**src/rtl/wtc_pkg.sv**
```systemverilog
package wtc_pkg;
  localparam int unsigned WAYS       = 2;
  localparam int unsigned LINE_WORDS = 4;
  localparam int unsigned WSEL_W     = $clog2(LINE_WORDS);
  localparam int unsigned LINE_OFS_W = WSEL_W + 2;

  typedef enum logic [2:0] {
    ST_IDLE,
    ST_LOOKUP,
    ST_HIT,
    ST_FILL,
    ST_WRITE
  } wtc_state_e;
endpackage

```
**src/rtl/wtc_tag_array.sv**
```systemverilog
module wtc_tag_array import wtc_pkg::*; #(
  parameter int unsigned SETS  = 4,
  parameter int unsigned IDX_W = $clog2(SETS),
  parameter int unsigned TAG_W = 10
) (
  input  logic             clk_i,
  input  logic             rst_ni,
  input  logic [IDX_W-1:0] idx_i,
  input  logic [TAG_W-1:0] tag_i,
  output logic [WAYS-1:0]  hit_o,
  output logic             victim_o,
  input  logic             inval_i,
  input  logic             inval_way_i,
  input  logic             touch_i,
  input  logic             touch_way_i,
  input  logic             fill_i,
  input  logic             fill_way_i
);
  logic [WAYS-1:0] vld_w;
  logic [SETS-1:0] lru_q;  // per set: way to evict next

  for (genvar w = 0; w < WAYS; w++) begin : g_way
    logic [SETS-1:0]  valid_q;
    logic [TAG_W-1:0] tag_q [SETS];

    always_ff @(posedge clk_i or negedge rst_ni) begin
      if (!rst_ni) begin
        valid_q <= '0;
      end else if (fill_i && fill_way_i == 1'(w)) begin
        valid_q[idx_i] <= 1'b1;
      end else if (inval_i && inval_way_i == 1'(w)) begin
        valid_q[idx_i] <= 1'b0;
      end
    end

    always_ff @(posedge clk_i) begin
      if (fill_i && fill_way_i == 1'(w)) tag_q[idx_i] <= tag_i;
    end

    assign vld_w[w] = valid_q[idx_i];
    assign hit_o[w] = valid_q[idx_i] && (tag_q[idx_i] == tag_i);
  end

  always_ff @(posedge clk_i or negedge rst_ni) begin
    if (!rst_ni) begin
      lru_q <= '0;
    end else if (fill_i) begin
      lru_q[idx_i] <= ~fill_way_i;
    end else if (touch_i) begin
      lru_q[idx_i] <= ~touch_way_i;
    end
  end

  always_comb begin
    if (!vld_w[0])      victim_o = 1'b0;
    else if (!vld_w[1]) victim_o = 1'b1;
    else                victim_o = lru_q[idx_i];
  end
endmodule

```
**src/rtl/wtc_data_array.sv**
```systemverilog
module wtc_data_array import wtc_pkg::*; #(
  parameter int unsigned SETS   = 4,
  parameter int unsigned IDX_W  = $clog2(SETS),
  parameter int unsigned DATA_W = 32
) (
  input  logic              clk_i,
  input  logic              we_i,
  input  logic              wway_i,
  input  logic [IDX_W-1:0]  widx_i,
  input  logic [WSEL_W-1:0] wword_i,
  input  logic [DATA_W-1:0] wdata_i,
  input  logic              rway_i,
  input  logic [IDX_W-1:0]  ridx_i,
  input  logic [WSEL_W-1:0] rword_i,
  output logic [DATA_W-1:0] rdata_o
);
  localparam int unsigned DEPTH = WAYS * SETS * LINE_WORDS;
  localparam int unsigned AW    = 1 + IDX_W + WSEL_W;

  logic [DATA_W-1:0] mem_q [DEPTH];
  logic [AW-1:0]     waddr, raddr;

  assign waddr = {wway_i, widx_i, wword_i};
  assign raddr = {rway_i, ridx_i, rword_i};

  always_ff @(posedge clk_i) begin
    if (we_i) mem_q[waddr] <= wdata_i;
  end

  assign rdata_o = mem_q[raddr];
endmodule

```
**src/rtl/wtc_ctrl.sv**
```systemverilog
module wtc_ctrl import wtc_pkg::*; #(
  parameter int unsigned ADDR_W = 16,
  parameter int unsigned DATA_W = 32,
  parameter int unsigned IDX_W  = 2,
  parameter int unsigned TAG_W  = ADDR_W - IDX_W - LINE_OFS_W
) (
  input  logic              clk_i,
  input  logic              rst_ni,
  input  logic              cpu_req_i,
  input  logic              cpu_we_i,
  input  logic [ADDR_W-1:0] cpu_addr_i,
  input  logic [DATA_W-1:0] cpu_wdata_i,
  output logic              cpu_rdy_o,
  output logic              cpu_rvalid_o,
  output logic [DATA_W-1:0] cpu_rdata_o,
  output logic              mem_req_o,
  output logic              mem_we_o,
  output logic [ADDR_W-1:0] mem_addr_o,
  output logic [DATA_W-1:0] mem_wdata_o,
  input  logic              mem_rvalid_i,
  input  logic [DATA_W-1:0] mem_rdata_i,
  input  logic              mem_wack_i,
  output logic [IDX_W-1:0]  idx_o,
  output logic [TAG_W-1:0]  tag_o,
  input  logic [WAYS-1:0]   hit_i,
  input  logic              victim_i,
  output logic              inval_o,
  output logic              inval_way_o,
  output logic              touch_o,
  output logic              touch_way_o,
  output logic              fill_o,
  output logic              fill_way_o,
  output logic              dwe_o,
  output logic              dway_o,
  output logic [WSEL_W-1:0] dword_o,
  output logic [DATA_W-1:0] dwdata_o,
  output logic              rway_o,
  output logic [WSEL_W-1:0] rword_o,
  input  logic [DATA_W-1:0] rdata_i
);
  wtc_state_e        state_q, state_d;
  logic [ADDR_W-1:0] addr_q;
  logic [DATA_W-1:0] wdata_q;
  logic              we_q, way_q, way_d;
  logic [WSEL_W-1:0] beat_q, beat_d;
  logic              any_hit, hit_way, last_beat;

  assign idx_o     = addr_q[LINE_OFS_W +: IDX_W];
  assign tag_o     = addr_q[ADDR_W-1 -: TAG_W];
  assign any_hit   = |hit_i;
  assign hit_way   = hit_i[1];
  assign last_beat = (beat_q == WSEL_W'(LINE_WORDS - 1));

  always_ff @(posedge clk_i or negedge rst_ni) begin
    if (!rst_ni) begin
      state_q <= ST_IDLE;
      addr_q  <= '0;
      wdata_q <= '0;
      we_q    <= 1'b0;
      way_q   <= 1'b0;
      beat_q  <= '0;
    end else begin
      state_q <= state_d;
      way_q   <= way_d;
      beat_q  <= beat_d;
      if (state_q == ST_IDLE && cpu_req_i) begin
        addr_q  <= cpu_addr_i;
        wdata_q <= cpu_wdata_i;
        we_q    <= cpu_we_i;
      end
    end
  end

  always_comb begin
    state_d      = state_q;
    way_d        = way_q;
    beat_d       = beat_q;
    cpu_rdy_o    = 1'b0;
    cpu_rvalid_o = 1'b0;
    mem_req_o    = 1'b0;
    mem_we_o     = 1'b0;
    inval_o      = 1'b0;
    inval_way_o  = victim_i;
    touch_o      = 1'b0;
    touch_way_o  = hit_way;
    fill_o       = 1'b0;
    fill_way_o   = way_q;
    dwe_o        = 1'b0;
    dway_o       = way_q;
    dword_o      = beat_q;
    dwdata_o     = mem_rdata_i;
    unique case (state_q)
      ST_IDLE: begin
        cpu_rdy_o = 1'b1;
        if (cpu_req_i) state_d = ST_LOOKUP;
      end
      ST_LOOKUP: begin
        beat_d = '0;
        if (any_hit) begin
          touch_o = 1'b1;
          way_d   = hit_way;
          if (we_q) begin
            dwe_o    = 1'b1;
            dway_o   = hit_way;
            dword_o  = addr_q[2 +: WSEL_W];
            dwdata_o = wdata_q;
            state_d  = ST_WRITE;
          end else begin
            state_d = ST_HIT;
          end
        end else if (we_q) begin
          state_d = ST_WRITE;  // no allocation on write miss
        end else begin
          inval_o = 1'b1;      // victim stays invalid until the fill completes
          way_d   = victim_i;
          state_d = ST_FILL;
        end
      end
      ST_HIT: begin
        cpu_rvalid_o = 1'b1;
        beat_d       = beat_q + 1'b1;
        if (last_beat) state_d = ST_IDLE;
      end
      ST_FILL: begin
        mem_req_o = 1'b1;
        if (mem_rvalid_i) begin
          cpu_rvalid_o = 1'b1;
          dwe_o        = 1'b1;
          beat_d       = beat_q + 1'b1;
          if (last_beat) begin
            fill_o  = 1'b1;
            state_d = ST_IDLE;
          end
        end
      end
      ST_WRITE: begin
        mem_req_o = 1'b1;
        mem_we_o  = 1'b1;
        if (mem_wack_i) state_d = ST_IDLE;
      end
      default: state_d = ST_IDLE;
    endcase
  end

  assign rway_o      = way_q;
  assign rword_o     = beat_q;
  assign cpu_rdata_o = (state_q == ST_FILL) ? mem_rdata_i : rdata_i;
  assign mem_addr_o  = we_q ? addr_q : {addr_q[ADDR_W-1:LINE_OFS_W], {LINE_OFS_W{1'b0}}};
  assign mem_wdata_o = wdata_q;
endmodule

```
**src/rtl/wt_burst_cache.sv**
```systemverilog
module wt_burst_cache import wtc_pkg::*; #(
  parameter int unsigned ADDR_W = 16,
  parameter int unsigned DATA_W = 32,
  parameter int unsigned SETS   = 4
) (
  input  logic              clk_i,
  input  logic              rst_ni,
  input  logic              cpu_req_i,
  input  logic              cpu_we_i,
  input  logic [ADDR_W-1:0] cpu_addr_i,
  input  logic [DATA_W-1:0] cpu_wdata_i,
  output logic              cpu_rdy_o,
  output logic              cpu_rvalid_o,
  output logic [DATA_W-1:0] cpu_rdata_o,
  output logic              mem_req_o,
  output logic              mem_we_o,
  output logic [ADDR_W-1:0] mem_addr_o,
  output logic [DATA_W-1:0] mem_wdata_o,
  input  logic              mem_rvalid_i,
  input  logic [DATA_W-1:0] mem_rdata_i,
  input  logic              mem_wack_i
);
  localparam int unsigned IDX_W = $clog2(SETS);
  localparam int unsigned TAG_W = ADDR_W - IDX_W - LINE_OFS_W;

  logic [IDX_W-1:0]  idx;
  logic [TAG_W-1:0]  tag;
  logic [WAYS-1:0]   hit;
  logic              victim, inval, inval_way, touch, touch_way, fill, fill_way;
  logic              dwe, dway, rway;
  logic [WSEL_W-1:0] dword, rword;
  logic [DATA_W-1:0] dwdata, rdata;

  wtc_ctrl #(
    .ADDR_W(ADDR_W), .DATA_W(DATA_W), .IDX_W(IDX_W), .TAG_W(TAG_W)
  ) u_ctrl (
    .clk_i, .rst_ni,
    .cpu_req_i, .cpu_we_i, .cpu_addr_i, .cpu_wdata_i,
    .cpu_rdy_o, .cpu_rvalid_o, .cpu_rdata_o,
    .mem_req_o, .mem_we_o, .mem_addr_o, .mem_wdata_o,
    .mem_rvalid_i, .mem_rdata_i, .mem_wack_i,
    .idx_o(idx), .tag_o(tag), .hit_i(hit), .victim_i(victim),
    .inval_o(inval), .inval_way_o(inval_way),
    .touch_o(touch), .touch_way_o(touch_way),
    .fill_o(fill), .fill_way_o(fill_way),
    .dwe_o(dwe), .dway_o(dway), .dword_o(dword), .dwdata_o(dwdata),
    .rway_o(rway), .rword_o(rword), .rdata_i(rdata)
  );

  wtc_tag_array #(
    .SETS(SETS), .IDX_W(IDX_W), .TAG_W(TAG_W)
  ) u_tags (
    .clk_i, .rst_ni,
    .idx_i(idx), .tag_i(tag), .hit_o(hit), .victim_o(victim),
    .inval_i(inval), .inval_way_i(inval_way),
    .touch_i(touch), .touch_way_i(touch_way),
    .fill_i(fill), .fill_way_i(fill_way)
  );

  wtc_data_array #(
    .SETS(SETS), .IDX_W(IDX_W), .DATA_W(DATA_W)
  ) u_data (
    .clk_i,
    .we_i(dwe), .wway_i(dway), .widx_i(idx), .wword_i(dword), .wdata_i(dwdata),
    .rway_i(rway), .ridx_i(idx), .rword_i(rword), .rdata_o(rdata)
  );
endmodule

```
**config.mk**
```make
export PLATFORM = sky130hd
export DESIGN_NAME = wt_burst_cache
export DESIGN_NICKNAME = d
export VERILOG_FILES = /design/src/rtl/wtc_pkg.sv /design/src/rtl/wtc_tag_array.sv /design/src/rtl/wtc_data_array.sv /design/src/rtl/wtc_ctrl.sv /design/src/rtl/wt_burst_cache.sv
export SDC_FILE = /design/constraint.sdc
export NUM_CORES = 1
export LEC_CHECK = 0
export ABC_CLOCK_PERIOD_IN_PS = 13100
export BUFFER_PORTS_ARGS = -buffer_cell sky130_fd_sc_hd__buf_2
export CAP_MARGIN = 10
export CORE_ASPECT_RATIO = 1.25
export CORE_UTILIZATION = 25
export CTS_CLUSTER_SIZE = 10
export DETAILED_ROUTE_END_ITERATION = 16
export PLACE_DENSITY_LB_ADDON = 0.25
export SYNTH_ARGS = -nofsm -noshare
export SYNTH_HDL_FRONTEND = slang
export SYNTH_SLANG_ARGS = --single-unit
```
**constraint.sdc**
```tcl
create_clock -name clk_i -period 13.1 [get_ports clk_i]
set_input_delay 2.62 -clock clk_i [delete_from_list [all_inputs] [get_ports clk_i]]
set_output_delay 2.62 -clock clk_i [all_outputs]
set_load 0.05 [all_outputs]
```
# After elaboration in Yosys (flattened, before gate mapping)
# Memory sizes are Yosys's and may differ from the RTL's.
# Cells that the tools add are included.
# word_totals
n_memories	3
ramBits	1104
output_inout_bits	84
elab_cells	115
inputBits	86
register_bits	67
# memory_table
name	depth	word_bits	rd	rd_ports_with_merged_regs	wr	line_no	text
u_data.mem_q	32	32	1	0	1	wtc_data_array.sv:20	logic [DATA_W-1:0] mem_q [DEPTH];
u_tags.g_way[0].tag_q	4	10	1	0	1	wtc_tag_array.sv:24	logic [TAG_W-1:0] tag_q [SETS];
u_tags.g_way[1].tag_q	4	10	1	0	1	wtc_tag_array.sv:24	
# classes
n_bitwise	8
order_cmp	2
n_addsub	1
reduce_logical	18
eq_ne	11
mux	63
# ops
op	n
$mux 32	4
$mux 1	31
$mux 4	7
$mux 3	7
$eq 10x10->1	2
$pmux 3 s5	1
$and 4x4->4	2
$bwmux 4	2
$logic_and 1x1->1	8
$mux 2	4
$ne 2x2->1 const B	4
$or 4x4->4	2
$bmux 1 s2	3
$eq 3x2->1 const B	2
$pmux 2 s3	1
$reduce_bool 2->1	3
$not 4->4	1
$pmux 1 s2	2
$reduce_and 2->1	2
$reduce_or 2->1	2
$eq 3x1->1 const B	1
$eq 3x3->1 const B	1
$logic_not 3->1	1
$lt 2x3->1 const B	1
other kinds (7)	9

# Longest topological paths before layout
# Gate-level depths: netlist of run 1.
# logic_depth
ltp_word	9
mapped_depth	12
mapped_depth_nobuf	7

# By module
# A second synthesis of run 1 with hierarchy kept.
# unflattened
hier_cells	2787
area_unflattened_um2	47227.8
# modules_own_cells
mod	seq_area_each_um2	area_per_inst_um2	cells_per_inst	n_inst
wtc_data_array	30749.5	39852.0	2228	1
wtc_tag_array	2702.6	3930.0	228	1
wtc_ctrl	1376.3	3445.8	331	1

# Worst setup path after synthesis of run 1
# OpenSTA, ideal clock, no wires.
# synth_timing
kind	input -> output
from	in mem_rvalid_i
to	out cpu_rvalid_o
t_required_ns	10.480
arrival_time_ns	3.829
n_path_buf	0
stages	2
path_slack_ns	6.651
cell_sequence	nor2b_1 > nor3b_1
# synth_via
elab_chain_len	2
# synth_rtl
item	line_no	text
start, declared	wt_burst_cache.sv:19	input logic mem_rvalid_i,
$mux 1	wtc_ctrl.sv:126	if (mem_rvalid_i) begin
$pmux 1 s2	wtc_ctrl.sv:92	unique case (state_q)
end, declared	wt_burst_cache.sv:13	output logic cpu_rvalid_o,
# Every way passes these cells.

# Final worst setup path of run 1
# layout_timing
from	reg u_ctrl.beat_q[0], in the netlist u_ctrl.rword_o[0]
to	out cpu_rdata_o[7]
# layout_via
elab_chain_len	2
# layout_rtl
item	line_no	text
start, declared	wtc_ctrl.sv:45	logic [WSEL_W-1:0] beat_q, beat_d;
start signal, assigned	wtc_ctrl.sv:65	beat_q <= beat_d;
$mem_v2 32x32	n/a	
$mux 32	wtc_ctrl.sv:147	assign cpu_rdata_o = (state_q == ST_FILL) ? mem_rdata_i : rdata_i;
end, declared	wt_burst_cache.sv:14	output logic [DATA_W-1:0] cpu_rdata_o,
# Every way passes these cells.

==> metrics.yaml, run 1 <==
startpoint_type: "register"
path_depth: 7
fin_setup_tns_ps: 0
worst-r2r-cell-count: 9
dieArea_um2: 185000
hold_class: "register to register"
fp.dieH_um: 481
ys_ff_latch: 1171
rr_endpoint: "u_data.mem_q[17][18]"
syn_area_per_cell_um2: 22.7
drt_iter0_drc: 1960
num_vias: 22163
endpoint_kind: "output pin"
wl_met3_um: 6480
crit_chain: "buf_4 > buf_4 > mux4_2 > mux4_2 > mux2i_1 > o21ai_0 > buf_2"
grt_setup_unrepaired: "false"
hold_viol_final: 0
final_common_cell: "edfxtp_1"
final-max-slew-violation-count: 0
grt_pass1_vias: 23384
final_cell_mix: "edfxtp_1, mux4_2, buf_2"
htreeDepth: 4
setup_viol: 0
drc: 0
crit_arrival_ps: 5250
ctsResizeCount: 0
ys.flop_type: "edfxtp_1"
drv_cap: 0
wl_met2_um: 59600
clkTransAtPathRegs_ps: 60
required_ps: 10480
cts_sinks: 1171
min_to: "u_ctrl.addr_q[1]"
status: "finished, final reports clean"
reg2reg_slack_ps: 6980
power_density_nw_per_um2: 218
holdWs_ps: 498
hold_buffers: 0
slew_headroom: 0.258
die_x_um: 385
drive_above_1_share: 0.355
min_from: "u_ctrl.addr_q[1]"
synth_cells: 2021
timing.final.crit_share: 0.601
rows: 175
start_util: 0.252
grt_pass1_wl_um: 177000
cts.path.max_buffers: 3
io_buffer_count: 169
fin_util: 0.296
num_io_pins: 170
cts_tree: "yes"
area_growth_pct: 17.5
fin_crit_ps: 7870
syn_nets: 2108
highest_layer: "met4"
finClkSkew_ps: 34.2
ys_types: 49
crit_fanout: 40
synthArstFlopShare: 0.0572
grt-ovfl-total: 0
cts_made_buffers: 141
wl_met1_um: 58000
grt_max_degree: 68
gp_congestion: 0.713
path_delay_family: "buffers and inverters"
cp_num_buf_inv: 3
mappedNetlistArea_um2: 45900
yosys_warnings: 0
cts_setup_buffers: 0
synth_edf_count: 1104
cpMaxStageDelayCell: "dfrtp_4"
crit_path_max_incr_delay_ps: 890
yosysSeqAreaShare: 0.759
avgViaCountPerCell: 4.69
max_freq_mhz: 127
route.final.wire_length_um: 126000
wl_per_cell_um: 26.7
dp_hpwl_um: 63200
insertion_delay_ps: 750
min_path_cells: 1
critical_path_class: "register to output pin"
final_nets: 2356
reg2reg_from: "u_ctrl.addr_q[4]"
grt.total_usage: 0.137
antenna_found_initial: 9
ant_nets: 0
max-vdd-ir-drop_uv: 212
root_buffer: "clkbuf_16"
firstDrtPassIters: 5
leakage_nw: 16.7
core_um2: 182000
tightestPinTransition_ps: 1110
==> synth_stat cells (2+ instances only) <==
master	n	share of area
edfxtp_1	1104	0.72
mux4_2	334	0.16
dfrtp_1	67	0.037
clkbuf_1	65	0.0053
mux2i_1	52	0.011
mux2_2	50	0.012
nand2_1	47	0.0038
o21ai_0	42	0.0046
buf_1	34	0.0028
mux2_1	30	0.0074
nor3_1	26	0.0028
xnor2_1	22	0.0042
nor3b_1	21	0.0034
nor2_1	20	0.0016
a21oi_1	13	0.0014
buf_4	12	0.0020
buf_2	7	0.00076
and2_1	6	0.00082
nand3_1	6	0.00065
nor2b_1	6	0.00082
buf_6	5	0.0012
inv_1	5	0.00041
o22a_1	5	0.00095
xor2_1	5	0.00095
a311oi_1	4	0.00076
a22oi_1	3	0.00049
buf_8	3	0.00098
nand4_1	3	0.00041
a22o_1	2	0.00038
nor4_1	2	0.00027
or3b_2	2	0.00038
==> registers in the layout, summed over array words and instances, names as in the netlist, named ones only <==
name                flops
u_ctrl.addr_q          16
u_ctrl.fill_way_o       1
u_ctrl.mem_wdata_o     32
u_ctrl.rword_o          2
u_ctrl.state_q          3
u_ctrl.we_q             1
u_data.mem_q         1024
u_tags.g_way.tag_q     80
u_tags.lru_q            4
==> through the flow <==
step	total power, mW	setup WS [ps]	instance area, µm²	std cells
global placement	8.28	5890	49800	4515
finish	11.7	5230	53900	4730
floorplan	7.26	6650	45900	2021
global route	12.2	4800	53900	4728
CTS	11.9	4990	53900	4727
detailed placement	8.33	5820	49800	4515
==> power by group <==
group          total (mW)  internal (mW)  switching (mW)  leakage (nW)
registers            4.54           4.29           0.251          10.7
clock network        3.55           2.07            1.47          1.98
logic                3.64           1.42            2.22          3.93
==> cell families after synthesis <==
group	share of synthesized area
compound gates	0.0112
xor+xnor	0.00515
fa+ha+maj	0.000273
buf+inv	0.0134
flops	0.759
mux	0.195
simple gates	0.0163
==> routing by layer <==
| metal | GRT usage | vias up |
|---|---|---|
| li1 | - | 9009 |
| met1 | 0.194 | 12277 |
| met2 | 0.216 | 713 |
| met3 | 0.0220 | 164 |
| met4 | 0.0353 | 0 |
| met5 | 0 | - |
==> final cells by class <==
class / count / area (µm²)
Fill cell: 17682 / 128000
Clock buffer: 191 / 3830
Inverter: 5 / 18.8
Tap cell: 2389 / 2990
Multi-Input combinational cell: 719 / 10600
Timing Repair Buffer: 231 / 1330
Sequential cell: 1171 / 34800
Clock inverter: 21 / 265
Antenna cell: 3 / 7.51
==> worst max-delay path by stage <==
stage,startpoint,end
after CTS,u_ctrl.rword_o[0],cpu_rdata_o[4]
after floorplan,mem_rvalid_i,cpu_rvalid_o
after global routing,u_ctrl.rword_o[0],cpu_rdata_o[4]
final,u_ctrl.rword_o[0],cpu_rdata_o[7]
after global placement,u_ctrl.rword_o[0],cpu_rdata_o[4]
after detailed placement,u_ctrl.rword_o[0],cpu_rdata_o[4]
No activity file was read; power rests on OpenSTA's default activity.
==> inputs of run 2 (changes only) <==
--- a/config.mk
+++ b/config.mk
@@ -5,7 +5,7 @@
 export SDC_FILE = /design/constraint.sdc
 export NUM_CORES = 1
 export LEC_CHECK = 0
-export ABC_CLOCK_PERIOD_IN_PS = 13100
+export ABC_CLOCK_PERIOD_IN_PS = 6700
 export BUFFER_PORTS_ARGS = -buffer_cell sky130_fd_sc_hd__buf_2
 export CAP_MARGIN = 10
 export CORE_ASPECT_RATIO = 1.25
==> constraint.sdc (replaced) <==
create_clock -name clk_i -period 6.7 [get_ports clk_i]
set_input_delay 1.34 -clock clk_i [delete_from_list [all_inputs] [get_ports clk_i]]
set_output_delay 1.34 -clock clk_i [all_outputs]
set_load 0.05 [all_outputs]
==> metrics.yaml, run 2 (synthesized netlist as in run 1, its figures left out) <==
start_util: 0.252  # unchanged
regMostFlops: "u_data.mem_q"
critical_path_class: "register to output pin"
cts_sinks: 1171  # unchanged
wl_per_cell_um: 25.9  # -3.1%
power.share.switching: 0.339  # +0.00208
power_density_nw_per_um2: 427  # +96%
multiInputGateArea_um2: 10600  # unchanged
drv_cap: 0  # unchanged
final_common_cell: "edfxtp_1"
dp_hpwl_um: 66400  # +4.9%
hold_viol_final: 0  # unchanged
p_switching_mw: 7.84  # +99%
avgViaCountPerCell: 4.63  # -1.1%
cts_tree: "yes"
dp.cells: 4522  # +0.16%
grt_setup_unrepaired: "false"
instances_no_fill: 4743  # +0.27%
area_growth_pct: 18.2
fin_total_pwr_mw: 23.1  # +97%
fin_crit_ps: 5630
status: "finished, final reports clean"
grt_pass1_vias: 23248  # -0.58%
ff_latch_area_um2: 34800  # unchanged
max-vdd-ir-drop_uv: 481  # +130%
endpoint_kind: "output pin"
drc: 0  # unchanged
use_met2: 0.216  # about the same
internal_power_mw: 15.3  # +97%
drt_iter0_drc: 1863  # -4.9%
ant_nets: 0  # unchanged
root_buffer: "clkbuf_16"
die_x_um: 385  # unchanged
setup_viol: 0  # unchanged
fin_ws_ps: 1070  # -4150 ps
place_area_um2: 50000  # +0.43%
cts_setup_buffers: 0  # unchanged
tightestPinTransition_ps: 1400  # +287 ps
required_ps: 5360  # -5120 ps
use_met1: 0.180  # -0.0146
startpoint_type: "register"
leakage_nw: 16.8  # +0.71%
dieArea_um2: 185000  # unchanged
finalInstanceArea_um2: 54300  # +0.61%
gp_congestion: 0.739  # +3.7%
hold_class: "register to register"
final_cell_mix: "edfxtp_1, mux4_2, buf_2"
grt.total_usage: 0.133  # -0.00389
final_nets: 2365  # +0.38%
insertion_delay_ps: 780  # +30 ps
grt_max_degree: 109  # +60%
route.final.wire_length_um: 123000  # -2.8%
p_comb_frac: 0.309  # -0.002
firstDrtPassIters: 5  # unchanged
core_um2: 182000  # unchanged
antenna_found_initial: 8  # -1
finClkSkew_ps: 31.6  # -2.52 ps
dp_slack_ps: 1780  # -4040 ps
fillers: 17695  # +0.074%
grt-ovfl-total: 0  # unchanged
io_buffer_count: 169  # unchanged
hold_buffers: 0  # unchanged
grt_pass1_wl_um: 174000  # -2.1%
top_usage_layer: "met2"
max_freq_mhz: 178
crit_fanout: 66  # +65%
timing.final.crit_share: 0.840
crit_arrival_ps: 4290  # -960 ps
pwr-share-clk: 0.304  # +0.002
num_vias: 21970  # -0.87%
clkTransAtPathRegs_ps: 50  # about the same
htreeDepth: 4  # unchanged
fin_util: 0.298  # +0.00179
final-max-slew-violation-count: 0  # unchanged
fin_setup_tns_ps: 0  # unchanged
drive_above_1_share: 0.358  # +0.00317
pwr-share-seq: 0.387  # about the same
rows: 175  # unchanged
largest_reg_flops: 1024  # unchanged
cts.path.max_buffers: 3  # unchanged
num_io_pins: 170  # unchanged
grtUsageMet3: 0.0262  # +0.00418
ctsResizeCount: 0  # unchanged
fp.dieH_um: 481  # unchanged
slew_headroom: 0.0689  # -0.189
holdWs_ps: 502  # +3.17 ps
cts_made_buffers: 140  # -0.71%
run 2: area by class of cell:
cell class              instances  area share
diodes                          6    0.000277
repair buffers                241      0.0293
inverters                       5    0.000346
flip-flops and latches       1171       0.642
well taps                    2389      0.0551
clock buffers                 185      0.0681
multi-input cells             719       0.196
clock inverters                27     0.00851
run 2: path summary, 6_finish.rpt:
kind,startpoint,to,slack [ps],cells past startpoint
worst max-delay path,u_ctrl.rword_o[0],cpu_rdata_o[4],1070,6
worst min-delay path,u_ctrl.addr_q[1],u_ctrl.addr_q[1],500,1
worst max register to register,u_ctrl.addr_q[5],u_data.mem_q[28][13],1950,8
worst min register to register,u_ctrl.addr_q[1],u_ctrl.addr_q[1],500,1
max in group asynchronous,rst_ni,u_ctrl.addr_q[5],5020,2
min in group asynchronous,rst_ni,u_ctrl.mem_wdata_o[22],550,1
run 2: critical path: stages, from the launching register on:
cell,delay (ps)
dfrtp_4,820
buf_12,490
mux4_2,590
mux4_2,470
mux2i_1,570
o21ai_0,190
buf_2,250
run 2: power groups by stage:
| stage | Combinational, mW | Clock [mW] | Sequential (mW) |
|---|---|---|---|
| 2_1_floorplan | 5.13 | 0 | 9.05 |
| 3_3_place_gp | 7.23 | 0 | 9.09 |
| 3_5_place_dp | 7.26 | 0 | 9.12 |
| 4_1_cts | 7.28 | 7.24 | 8.97 |
| 5_1_grt | 7.59 | 7.50 | 9.02 |
| 6_report | 7.15 | 7.04 | 8.95 |
run 2: metal layers:
metal	vias to the layer above	part of all wire
li1	9018	-
met1	12053	0.44
met2	749	0.49
met3	150	0.057
met4	0	0.017
met5	-	0
==> inputs of run 3 (changes only) <==
--- a/config.mk
+++ b/config.mk
@@ -5,7 +5,7 @@
 export SDC_FILE = /design/constraint.sdc
 export NUM_CORES = 1
 export LEC_CHECK = 0
-export ABC_CLOCK_PERIOD_IN_PS = 6700
+export ABC_CLOCK_PERIOD_IN_PS = 5000
 export BUFFER_PORTS_ARGS = -buffer_cell sky130_fd_sc_hd__buf_2
 export CAP_MARGIN = 10
 export CORE_ASPECT_RATIO = 1.25
==> constraint.sdc (replaced) <==
create_clock -name clk_i -period 5 [get_ports clk_i]
set_input_delay 1 -clock clk_i [delete_from_list [all_inputs] [get_ports clk_i]]
set_output_delay 1 -clock clk_i [all_outputs]
set_load 0.05 [all_outputs]
==> metrics.yaml, run 3 (synthesized netlist as in run 1, its figures left out) <==
leakage_nw: 17.3  # +3.1%
drt_iter0_drc: 1948  # +4.6%
cts_made_buffers: 140  # unchanged
fin_util: 0.302  # +0.00469
instances_no_fill: 4807  # +1.3%
startpoint_type: "register"
finClkSkew_ps: 36.5  # +4.82 ps
dp.cells: 4560  # +0.84%
grt.total_usage: 0.137  # +0.00470
cts_tree: "yes"
num_io_pins: 170  # unchanged
htreeDepth: 4  # unchanged
ant_nets: 0  # unchanged
max-vdd-ir-drop_uv: 613  # +27%
power_density_nw_per_um2: 565  # +33%
root_buffer: "clkbuf_16"
fin_crit_ps: 4750
final_cell_mix: "edfxtp_1, mux4_2, buf_2"
gp_congestion: 0.740  # +0.15%
hold_buffers: 0  # unchanged
grt-ovfl-total: 0  # unchanged
hold_viol_final: 0  # unchanged
setup_viol: 0  # unchanged
rr_endpoint: "u_data.mem_q[13][23]"
final-max-slew-violation-count: 0  # unchanged
wl_per_cell_um: 26.7  # +3.2%
worst-r2r-cell-count: 8  # unchanged
core_um2: 182000  # unchanged
route.final.wire_length_um: 128000  # +4.6%
clkTransAtPathRegs_ps: 50  # about the same
grt_max_degree: 74  # -32%
grt_pass1_wl_um: 178000  # +2.3%
slew_headroom: 0.274  # +0.205
largest_reg_flops: 1024  # unchanged
drive_above_1_share: 0.364  # +0.00553
regMostFlops: "u_data.mem_q"
rows: 175  # unchanged
grt_pass1_vias: 23316  # +0.29%
dp_slack_ps: 622  # -1160 ps
critical_path_class: "register to output pin"
antenna_found_initial: 15  # +7
dp_hpwl_um: 67200  # +1.2%
dieArea_um2: 185000  # unchanged
grt_setup_unrepaired: "false"
required_ps: 4000  # -1360 ps
crit_fanout: 28  # -58%
avgViaCountPerCell: 4.64  # +0.26%
drv_cap: 0  # unchanged
endpoint_kind: "output pin"
start_util: 0.252  # unchanged
die_x_um: 385  # unchanged
num_vias: 22325  # +1.6%
firstDrtPassIters: 4  # -1
startpoint: "u_ctrl.rword_o[0]"
final_common_cell: "edfxtp_1"
crit_arrival_ps: 3750  # -540 ps
reg2reg_from: "u_ctrl.addr_q[4]"
fin_setup_tns_ps: 0  # unchanged
status: "finished, final reports clean"
drc: 0  # unchanged
io_buffer_count: 169  # unchanged
hold_class: "input pin to asynchronous set/reset pin"
insertion_delay_ps: 780  # about the same
cts.path.max_buffers: 3  # unchanged
tightestPinTransition_ps: 1090  # -311 ps
fp.dieH_um: 481  # unchanged
reg2reg_slack_ps: 610  # -1340 ps
cts_sinks: 1171  # unchanged
fin_ws_ps: 249  # -825 ps
timing.final.crit_share: 0.950
max_freq_mhz: 210
area_growth_pct: 20.1
final_nets: 2409  # +1.9%
-- run 3: changes by cell type in the layout (fill, tap and decap cells not counted), sizes merged --
cell,change
buf,+43
clkbuf,+21
clkinv,+10
bufinv,-4
clkinvlp,-2
diode,-2
inv,-2
-- run 3: metrics by stage --
stage          area [µm²]  total power, mW  hold WS (ps)
2_1_floorplan       46000             19.0           473
3_3_place_gp        50900             22.1           488
3_5_place_dp        50900             22.2           497
4_1_cts             55000             31.6           218
5_1_grt             55100             32.5           259
6_report            55100             31.2           241
-- run 3: report_power, final --
part           internal (mW)  switching, mW
clock network           5.28           3.95
registers               11.2          0.688
logic                   4.08           5.93
-- run 3: area by class of cell --
cell class,count,area [µm²]
fill,17605,127000
sequential,1171,34800
multi-input combinational,719,10700
clock buffer,205,3750
tap,2389,2990
timing repair buffer,285,2390
clock inverter,29,359
inverter,5,18.8
antenna,4,10.0
-- run 3: repair_timing --
| action | in CTS | in global routing |
|---|---|---|
| gates resized for setup | 1 | 1 |
| hold endpoints to repair | 0 | 0 |
| pin swaps | 0 | 0 |
| buffers inserted | 7 | 1 |
| setup endpoints to repair | 17 | 5 |
| gates cloned | 0 | 1 |
-- run 3: how the worst max path moves through the flow --
stage / end / slack, ps / cells after the start
final: cpu_rdata_o[30] / 250 / 8
after global placement: cpu_rdata_o[3] / 660 / 6
after global routing: cpu_rdata_o[3] / 120 / 7
after floorplan: u_data.mem_q[13][0] / 70 / 9
after detailed placement: cpu_rdata_o[30] / 620 / 7
after CTS: cpu_rdata_o[19] / 20 / 7
-- run 3: worst max-delay path, cell delays in order (launching register included) --
cell	delay, ps
dfrtp_4	430
buf_12	160
buf_12	260
buf_4	210
mux4_2	510
mux4_2	480
mux2i_1	500
o21ai_0	170
buf_2	240
-- run 3: metal layers --
| layer | up-vias | global-route usage | routed length, µm |
|---|---|---|---|
| met5 | - | 0 | 0 |
| met3 | 153 | 0.0250 | 7040 |
| met1 | 12260 | 0.187 | 56700 |
| met4 | 0 | 0.0370 | 2230 |
| met2 | 753 | 0.225 | 62500 |
| li1 | 9159 | - | - |
